$ cat config.mk
export PLATFORM = sky130hd
export DESIGN_NAME = tlb_wired
export DESIGN_NICKNAME = d
export VERILOG_FILES = /design/src/rtl/tlb_pkg.sv /design/src/rtl/tlb_cam_match.sv /design/src/rtl/tlb_victim_pick.sv /design/src/rtl/tlb_wired.sv
export SDC_FILE = /design/constraint.sdc
export NUM_CORES = 2
export LEC_CHECK = 0
export BUFFER_PORTS_ARGS = -buffer_cell sky130_fd_sc_hd__clkbuf_2
export CORE_ASPECT_RATIO = 1.5
export CORE_MARGIN = 2
export CORE_UTILIZATION = 40
export DETAILED_ROUTE_END_ITERATION = 12
export PLACE_DENSITY = 0.55
export SETUP_SLACK_MARGIN = 0.4
export SLEW_MARGIN = 20
export SYNTH_ARGS = -nofsm -noshare
export SYNTH_HDL_FRONTEND = slang
export SYNTH_SLANG_ARGS = --single-unit
$ cat constraint.sdc
create_clock -name clk -period 8.48 [get_ports clk]
set_clock_uncertainty 0.05 [all_clocks]
set_input_delay 1.272 -clock clk [delete_from_list [all_inputs] [get_ports clk]]
set_output_delay 1.272 -clock clk [all_outputs]
set_load 0.05 [all_outputs]
$ cat src/rtl/tlb_pkg.sv
package tlb_pkg;
  typedef enum logic {
    PIN_CLEAR = 1'b0,
    PIN_SET   = 1'b1
  } pin_kind_e;

  typedef enum logic [1:0] {
    OP_IDLE  = 2'd0,
    OP_FLUSH = 2'd1,
    OP_FILL  = 2'd2,
    OP_PIN   = 2'd3
  } op_sel_e;
endpackage

$ cat src/rtl/tlb_cam_match.sv
module tlb_cam_match #(
  parameter int ENTRIES = 16,
  parameter int PAGE_W  = 20
) (
  input  logic [ENTRIES-1:0]             slot_valid,
  input  logic [ENTRIES-1:0][PAGE_W-1:0] slot_page,
  input  logic [PAGE_W-1:0]              key,
  output logic [ENTRIES-1:0]             hits
);
  // one comparator per slot, all in parallel
  for (genvar g = 0; g < ENTRIES; g++) begin : g_cmp
    assign hits[g] = slot_valid[g] && (slot_page[g] == key);
  end
endmodule

$ cat src/rtl/tlb_victim_pick.sv
module tlb_victim_pick #(
  parameter int ENTRIES = 16,
  localparam int IDX_W  = (ENTRIES > 1) ? $clog2(ENTRIES) : 1
) (
  input  logic               clk,
  input  logic               rst_n,
  input  logic [ENTRIES-1:0] slot_valid,
  input  logic [ENTRIES-1:0] slot_wired,
  input  logic [IDX_W-1:0]   rr_ptr,
  output logic [IDX_W-1:0]   victim,
  output logic               victim_ok,
  output logic               use_free
);
  logic             free_found;
  logic [IDX_W-1:0] free_idx;
  logic             rr_found;
  logic [IDX_W-1:0] rr_idx;

  // lowest-index invalid slot
  always_comb begin
    free_found = 1'b0;
    free_idx   = '0;
    for (int i = 0; i < ENTRIES; i++) begin
      if (!free_found && !slot_valid[i]) begin
        free_found = 1'b1;
        free_idx   = IDX_W'(i);
      end
    end
  end

  // first unpinned slot at or above the pointer, wrapping
  always_comb begin
    rr_found = 1'b0;
    rr_idx   = '0;
    for (int k = 0; k < ENTRIES; k++) begin
      if (!rr_found && !slot_wired[(int'(rr_ptr) + k) % ENTRIES]) begin
        rr_found = 1'b1;
        rr_idx   = IDX_W'((int'(rr_ptr) + k) % ENTRIES);
      end
    end
  end

  always_comb begin
    use_free  = free_found;
    victim    = free_found ? free_idx : rr_idx;
    victim_ok = free_found || rr_found;
  end


  victim_not_wired_chk: assert property (@(posedge clk) disable iff (!rst_n)
    victim_ok |-> !slot_wired[victim]);


  free_slot_empty_chk: assert property (@(posedge clk) disable iff (!rst_n)
    use_free |-> !slot_valid[victim]);
endmodule

$ cat src/rtl/tlb_wired.sv
module tlb_wired #(
  parameter int ENTRIES = 16,
  parameter int PAGE_W  = 20,
  parameter int FRAME_W = 20,
  parameter int PROT_W  = 3,
  localparam int IDX_W  = (ENTRIES > 1) ? $clog2(ENTRIES) : 1
) (
  input  logic               clk,
  input  logic               rst_n,
  input  logic [PAGE_W-1:0]  lk_page,
  output logic               lk_hit,
  output logic [FRAME_W-1:0] lk_frame,
  output logic [PROT_W-1:0]  lk_prot,
  input  logic               fill_en,
  input  logic [PAGE_W-1:0]  fill_page,
  input  logic [FRAME_W-1:0] fill_frame,
  input  logic [PROT_W-1:0]  fill_prot,
  input  logic               fill_wire,
  output logic               fill_rej,
  input  logic               pin_en,
  input  logic               pin_op,
  input  logic [PAGE_W-1:0]  pin_page,
  input  logic               flush,
  output logic               full
);
  import tlb_pkg::*;

  // stored state
  logic [ENTRIES-1:0]              valid_q, valid_d;
  logic [ENTRIES-1:0]              wired_q, wired_d;
  logic [IDX_W-1:0]                ptr_q, ptr_d;
  logic [ENTRIES-1:0][PAGE_W-1:0]  page_q;
  logic [ENTRIES-1:0][FRAME_W-1:0] frame_q;
  logic [ENTRIES-1:0][PROT_W-1:0]  prot_q;

  // match vectors
  logic [ENTRIES-1:0] lk_hits, fill_hits, pin_hits;
  logic               fill_hit;
  logic [IDX_W-1:0]   fill_idx;

  // replacement choice
  logic [IDX_W-1:0]   victim;
  logic               victim_ok, use_free;

  op_sel_e            op;
  pin_kind_e          pin_kind;
  logic               ctl_en, wr_en;
  logic [IDX_W-1:0]   wr_slot;

  tlb_cam_match #(.ENTRIES(ENTRIES), .PAGE_W(PAGE_W)) u_lk_match (
    .slot_valid(valid_q), .slot_page(page_q), .key(lk_page), .hits(lk_hits));

  tlb_cam_match #(.ENTRIES(ENTRIES), .PAGE_W(PAGE_W)) u_fill_match (
    .slot_valid(valid_q), .slot_page(page_q), .key(fill_page), .hits(fill_hits));

  tlb_cam_match #(.ENTRIES(ENTRIES), .PAGE_W(PAGE_W)) u_pin_match (
    .slot_valid(valid_q), .slot_page(page_q), .key(pin_page), .hits(pin_hits));

  tlb_victim_pick #(.ENTRIES(ENTRIES)) u_victim (
    .clk(clk), .rst_n(rst_n), .slot_valid(valid_q), .slot_wired(wired_q),
    .rr_ptr(ptr_q), .victim(victim), .victim_ok(victim_ok), .use_free(use_free));

  // lookup read-out: OR of the matching slot's fields
  always_comb begin
    lk_hit   = |lk_hits;
    lk_frame = '0;
    lk_prot  = '0;
    for (int i = 0; i < ENTRIES; i++) begin
      if (lk_hits[i]) begin
        lk_frame = lk_frame | frame_q[i];
        lk_prot  = lk_prot  | prot_q[i];
      end
    end
  end

  // index of an already resident fill page
  always_comb begin
    fill_hit = |fill_hits;
    fill_idx = '0;
    for (int i = 0; i < ENTRIES; i++) begin
      if (fill_hits[i]) fill_idx = fill_idx | IDX_W'(i);
    end
  end

  // request priority
  always_comb begin
    if (flush)       op = OP_FLUSH;
    else if (fill_en) op = OP_FILL;
    else if (pin_en)  op = OP_PIN;
    else              op = OP_IDLE;
  end

  assign pin_kind = pin_kind_e'(pin_op);
  assign full     = &wired_q;
  assign fill_rej = (op == OP_FILL) && !fill_hit && !victim_ok;
  assign wr_en    = (op == OP_FILL) && (fill_hit || victim_ok);
  assign wr_slot  = fill_hit ? fill_idx : victim;
  assign ctl_en   = (op != OP_IDLE);

  // next state of the control bits and pointer
  always_comb begin
    valid_d = valid_q;
    wired_d = wired_q;
    ptr_d   = ptr_q;
    unique case (op)
      OP_FLUSH: begin
        valid_d = valid_q & wired_q;
      end
      OP_FILL: begin
        if (fill_hit) begin
          wired_d[fill_idx] = wired_q[fill_idx] | fill_wire;
        end else if (victim_ok) begin
          valid_d[victim] = 1'b1;
          wired_d[victim] = fill_wire;
          if (!use_free) begin
            ptr_d = (victim == IDX_W'(ENTRIES - 1)) ? '0 : victim + 1'b1;
          end
        end
      end
      OP_PIN: begin
        for (int i = 0; i < ENTRIES; i++) begin
          if (pin_hits[i]) wired_d[i] = (pin_kind == PIN_SET);
        end
      end
      default: ;
    endcase
  end

  always_ff @(posedge clk or negedge rst_n) begin
    if (!rst_n) begin
      valid_q <= '0;
      wired_q <= '0;
      ptr_q   <= '0;
    end else if (ctl_en) begin
      valid_q <= valid_d;
      wired_q <= wired_d;
      ptr_q   <= ptr_d;
    end
  end

  // payload storage, written only by an accepted fill
  always_ff @(posedge clk) begin
    if (wr_en) begin
      page_q[wr_slot]  <= fill_page;
      frame_q[wr_slot] <= fill_frame;
      prot_q[wr_slot]  <= fill_prot;
    end
  end


  lk_unique_chk: assert property (@(posedge clk) disable iff (!rst_n)
    $onehot0(lk_hits));


  fill_unique_chk: assert property (@(posedge clk) disable iff (!rst_n)
    $onehot0(fill_hits));


  wired_valid_chk: assert property (@(posedge clk) disable iff (!rst_n)
    (wired_q & ~valid_q) == '0);


  flush_keeps_wired_chk: assert property (@(posedge clk) disable iff (!rst_n)
    flush |=> ((valid_q == $past(wired_q)) && (wired_q == $past(wired_q))
               && (ptr_q == $past(ptr_q))));


  reject_no_change_chk: assert property (@(posedge clk) disable iff (!rst_n)
    fill_rej |=> ((valid_q == $past(valid_q)) && (wired_q == $past(wired_q))
                  && (ptr_q == $past(ptr_q))));


  reject_when_full_chk: assert property (@(posedge clk) disable iff (!rst_n)
    fill_rej |-> full);


  flush_blocks_fill_chk: assert property (@(posedge clk) disable iff (!rst_n)
    flush |-> !fill_rej);
endmodule

Word-level counts from Yosys, hierarchy flattened --
Cells that the tools add are included.
Storage, ports and cells: flip-flop bits (word level) 724, output and inout bits 26, logic and storage cells 610
Cells by class: add/subtract/negate cells 16, magnitude comparators 22, equal/unequal tests 71, mux-type cells 200, bitwise operators 50, reduce and logical (&&, ||, !) cells 185
Operators with widths (number):
- equality test 20 bit | 48
- bitwise mux 320 bit | 2
- two-way mux 20 bit | 17
- OR 20 bit | 15
- two-way mux 4 bit | 41
- < comparator 5 x 6 -> 1 bit (second input constant) | 15
- logical AND 1 bit | 84
- two-way mux 1 bit | 84
- demux 20 bit (select 4 bit) | 1
- binary-select mux 1 bit (select 4 bit) | 17
- AND reduction 4 bit | 17
- two-way mux 16 bit | 4
- one-hot mux 16 bit (2 select lines) | 2
- two-way mux 3 bit | 21
- logical NOT 1 bit | 60
- OR reduction 4 bit | 15
- bitwise mux 48 bit | 1
- OR 3 bit | 15
- != test 2 bit (second input constant) | 18
- adder 4 bit (second input constant) | 8
- bitwise mux 16 bit | 2
- OR reduction 16 bit | 2
- < comparator 4 x 5 -> 1 bit (second input constant) | 4
- adder 4 x 3 -> 4 bit (second input constant) | 4
- other kinds (19) | 47

Logic depth before layout (Yosys ltp) --
word-level depth 60, depth in mapped cells 23, gate-level depth less buffers 16

Hierarchy --
A second synthesis with hierarchy kept.
Unflattened totals: cells, all modules 3037, area, all modules 39616.7 um^2
Modules (own cells, without submodules):
- tlb_wired | times used 1, cells an instance 1316, area an instance 25612.1 um^2, seq. area each 21560.7 um^2
- tlb_cam_match | times used 3, cells an instance 472, area an instance 3836.2 um^2, seq. area each 0.0 um^2
- tlb_victim_pick | times used 1, cells an instance 305, area an instance 2496.1 um^2, seq. area each 0.0 um^2

Worst setup path before layout --
Ideal clock, no wire load.
kind reg2reg, start point register ptr_q[1], end point register frame_q[240] (netlist bit), enable pin, data arrival time 5972 ps, required time 7987 ps, slack 2015 ps, cell stages (with the launch flop) 19, buffers on the path 4, clock period less this slack 6465 ps, cell sequence dfrtp_1 -> buf_4 -> buf_6 -> inv_1 -> ha_1 -> buf_2 -> mux2_2 -> mux4_2 -> mux2_2 -> and3_1 -> buf_2 -> nand4b_2 -> nor4_1 -> nand2b_1 -> o41ai_4 -> and2_1 -> nor2_1 -> or2_2 -> nor2_1
On the way: longest elaborated chain between the ends 52, elaborated cells on any way between the ends 125
RTL lines:
- start, declared | line tlb_wired.sv:31 | logic [IDX_W-1:0] ptr_q, ptr_d;
- start signal, assigned | line tlb_wired.sv:137 | ptr_q <= ptr_d;
- adder 4 x 1 -> 4 bit | line tlb_victim_pick.sv:36 | if (!rr_found && !slot_wired[(int'(rr_ptr) + k) % ENTRIES]) begin
- binary-select mux 1 bit (select 4 bit) | line tlb_victim_pick.sv:36
- two-way mux 1 bit (implied by the code) (2 in series) | line tlb_victim_pick.sv:36
- logical NOT 1 bit | line tlb_victim_pick.sv:36
- logical AND 1 bit | line tlb_victim_pick.sv:36
- two-way mux 1 bit | line tlb_victim_pick.sv:36
- logical NOT 1 bit | line tlb_victim_pick.sv:36
- logical AND 1 bit | line tlb_victim_pick.sv:36
- [35 not listed]
- logical AND 1 bit | line tlb_victim_pick.sv:36
- two-way mux 1 bit | line tlb_victim_pick.sv:36
- logical NOT 1 bit | line tlb_victim_pick.sv:36
- logical AND 1 bit | line tlb_victim_pick.sv:36
- two-way mux 1 bit * | line tlb_victim_pick.sv:36
- logical OR 1 bit * | line tlb_victim_pick.sv:46 | victim_ok = free_found || rr_found;
- logical OR 1 bit * | line tlb_wired.sv:96 | assign wr_en = (op == OP_FILL) && (fill_hit || victim_ok);
- logical AND 1 bit * | line tlb_wired.sv:96
- end signal, assigned by index | line tlb_wired.sv:145 | frame_q[wr_slot] <= fill_frame;
- end, declared | line tlb_wired.sv:33 | logic [ENTRIES-1:0][FRAME_W-1:0] frame_q;
Mark *: on every way between the ends. The rest lies on a longest branch, timed or not. The select of a mux whose other input is x is not followed. A chain may end at the register's enable or synchronous reset.

Worst setup path in the final report --
start point input fill_page[11], end point output fill_rej
On the way: longest elaborated chain between the ends 6, elaborated cells on any way between the ends 36
RTL lines:
- start, declared | line tlb_wired.sv:15 | input logic [PAGE_W-1:0] fill_page,
- equality test 20 bit | line tlb_cam_match.sv:12 | assign hits[g] = slot_valid[g] && (slot_page[g] == key);
- logical AND 1 bit | line tlb_cam_match.sv:12
- OR reduction 16 bit * | line tlb_wired.sv:78 | fill_hit = |fill_hits;
- logical NOT 1 bit * | line tlb_wired.sv:95 | assign fill_rej = (op == OP_FILL) && !fill_hit && !victim_ok;
- logical AND 1 bit * (2 in series) | line tlb_wired.sv:95
- end, declared | line tlb_wired.sv:19 | output logic fill_rej,
Mark *: on every way between the ends. The rest lies on a longest branch, timed or not.

==> results.yml <==
floorplan:
  core_um2: 99670
  num_rows: 142
  die_h_um: 392.1
  die_area_um2: 103000
  initial_core_util: 0.4031
  io_pins: 116
  die-width_um: 262.8
logic_synthesis:
  synth-edff-count: 688
  synth_nets: 3323
  ys_types: 89
  synth-main-ff-cell: "edfxtp_1"
  yosysWarnings: 0
  async_reset_ff_frac: 0.04972
  synth_commonest_cells: "688 x edfxtp_1, 587 x xnor2_1, 382 x xor2_1"
  seq_area_frac_synth: 0.5367
  yosysTopAreaCell: "edfxtp_1"
  synth_top_cell_area_share: 0.5143
  ys_ff_latch: 724
  syn_area_um2: 40170
  ys_top_cells_by_area: "edfxtp_1 51%, xnor2_1 13%, xor2_1 8.3%"
  synthCells: 3222
  synth.most_common_cell: "edfxtp_1"
  syn_avg_cell_area_um2: 12.47
place:
  place_congestion: 1.013
  dp_hpwl_um: 112500
  port_buffers: 115
  dp_slack_ns: 1.659
critical_path:
  required_ns: 7.16
  critical_path_arrival_ns: 5.52
  critPathSlowestCell: "clkbuf_2"
  path_buf_inv: 4
  crit_path_start_kind: "primary input"
  path_class: "primary input to output pin"
  r2r_start: "ptr_q[0]$_DFFE_PN0P_"
  path_cells: "clkbuf_2 -> buf_4 -> xnor2_1 -> nand4_1 -> nor4_1 -> a22oi_1 -> nand4_1 -> buf_4 -> nor3_1 -> nand3_1 -> nor4_1 -> clkbuf_2"
  cp_max_fo: 17
  critPathTopFamily: "simple AND/OR/NAND/NOR gates"
  end_kind: "output pin"
  crit_path_max_incr_delay_ns: 0.70
  crit_start: "fill_page[11]"
cells_and_area:
  n_fill_cell: 8931
  drive_gt1_frac: 0.1439
  multiInputGateArea_um2: 17830
  seqCellArea_um2: 21560
  nets: 3465
  syn_to_final_growth_pct: 12.79
route:
  drt_iter0_drc: 3538
  wl_per_cell_um: 36.22
  viasPerCell: 6.473
  drc: 0
  drtPass1Iterations: 6
  wirelength_um: 170800
  vias: 30530
  ant_nets: 0
sta:
  finalCritPeriodShare: 0.8073
  rsz0062_at_grt: "no"
  report.final.setup_viol: 0
  clock.fmax_mhz: 146.1
  period_needed_ns: 6.846
  worst_pin_slew_ns: 1.212
  relSlewSlack: 0.1918
  tns_ns: 0
  slew_violations: 0
  hold_viol_final: 0
  timing.final.ws_setup_ns: 1.634
worst_hold_path:
  min_from: "ptr_q[3]$_DFFE_PN0P_"
  min_path_type: "flop to flop"
clock_network:
  path_clk_slew_ns: 0.06
  cts_tree: "yes"
  clock_path_buffers: 3
  cts_hold_buf: 0
  cts_sinks: 724
  clkLatencyLatePin_ns: 0.66
  cts-root-buf: "clkbuf_16"
  numCtsBuffers: 73
  cts_resized: 0
  htree_num_levels: 3
  cts_setup_buffers: 0
run:
  maxCapViolations: 0
pwr:
  vdd_ir_drop_max_mv: 0.1814
  intPower_w: 0.006267
  power_frac_comb: 0.144
  p_switching_w: 0.002412
  switching_share: 0.2779
  power_frac_seq: 0.480
  p_leak_nw: 14.54
  power_density_nw_per_um2: 191.5
  p_clk_frac: 0.376
grt:
  grt_max_degree: 44
  grt_usage: 0.3273
  grt_pass1_wl_um: 237200
  globalRouteOverflowTotal: 0
  first_global_vias: 31030
  antenna_found_initial: 7
status:
  outcome: "finished clean"
[power groups by stage]
stage	Combinational [W]	Sequential, W	Clock, W
floorplan	0.000715	0.00417	0
global placement	0.00122	0.00423	0
detailed placement	0.00122	0.00423	0
CTS	0.00122	0.00416	0.00331
global route	0.00130	0.00417	0.00343
finish	0.00125	0.00416	0.00326
[routing by layer]
metal  up-vias  GRT usage  part of all wire
met2      2050     0.5537              0.48
li1      12520          -                 -
met4        12     0.2493             0.087
met5         -          0           0.00049
met3       688    0.06797             0.091
met1     15260     0.3630              0.34
[worst paths after layout]
| kind | slack [ns] | cells past startpoint | to |
|---|---|---|---|
| min | 0.46 | 1 | ptr_q[3]$_DFFE_PN0P_ |
| min reg2reg | 0.46 | 1 | ptr_q[3]$_DFFE_PN0P_ |
| max in group asynchronous | 7.08 | 1 | valid_q[2]$_DFFE_PN0P_ |
| min in group asynchronous | 0.71 | 1 | valid_q[1]$_DFFE_PN0P_ |
| max | 1.63 | 12 | fill_rej |
| max reg2reg | 1.71 | 15 | frame_q[315]$_DFFE_PP_ |
[metrics by stage]
stage            util  instance area, µm²  hold slack (ns)  instances  total power, W
3_3_place_gp   0.4311               42970           0.4448       4585        0.005453
2_1_floorplan       -               40170           0.4852       3222        0.004880
5_1_grt        0.4546               45310           0.4911       4715        0.008893
4_1_cts        0.4546               45310           0.4609       4715        0.008689
3_5_place_dp   0.4311               42970           0.4475       4585        0.005448
6_report       0.4546               45310           0.4566       4716        0.008679
[layout by cell type, fill, tap and decap left out, types with 12 or more instances in the layout]
cell type  synthesis  routed
nand3_1           74      74
a221oi_1          93      93
clkinv_1           1      18
a211oi_1          20      20
buf_4              1     136
o21ai_0           69      69
clkbuf_2           0     115
a21oi_1           44      44
mux2_2            30      30
mux2i_1           29      29
xor2_1           382     382
buf_12             2      13
or4_1             16      16
nor3_1            32      32
xnor2_1          587     587
dfrtp_1           36      36
nor2_1            70      62
nor4_1           154     138
edfxtp_1         688     688
nor4_2             0      16
and3_1            21      20
clkbuf_16          0      75
a22o_1            93      93
mux4_2            25      25
clkbuf_1         144      12
nand2_1           89      89
nand4_1          221     221
inv_1             25      25
[logic make-up after synthesis]
| group | after synthesis | synth area share |
|---|---|---|
| xor gates and xnor gates | 972 | 0.2125 |
| and+or+nand+nor | 775 | 0.1114 |
| DFF | 724 | 0.5367 |
| AOI/OAI and AO/OA | 428 | 0.08091 |
| buffers and inverters | 225 | 0.02392 |
| muxes | 87 | 0.03114 |
| adders and majority gates | 11 | 0.003426 |
[area by class of cell]
cell class / count / area share
Timing Repair Buffer: 264 / 0.04098
Clock buffer: 87 / 0.04241
Tap cell: 1296 / 0.03579
Multi-Input combinational cell: 2273 / 0.3935
Sequential cell: 724 / 0.4758
Antenna cell: 1 / 0.00005523
Inverter: 28 / 0.002320
Clock inverter: 43 / 0.009140
[worst register-to-register path, delay by kind of cell, from the launching register on]
kind | cells | cell delay [ns]
AOI/OAI and AO/OA | 1 | 0.10
buffers and inverters | 3 | 0.67
DFF | 1 | 0.70
muxes | 3 | 0.86
adders and majority gates | 1 | 0.50
and+or+nand+nor | 7 | 3.54
[registers in the layout (all words and copies together), names as in the netlist]
signal,flops
frame_q,320
page_q,320
prot_q,48
valid_q,16
wired_q,16
ptr_q,4
Note: power is estimated with default switching activity, not from simulation.
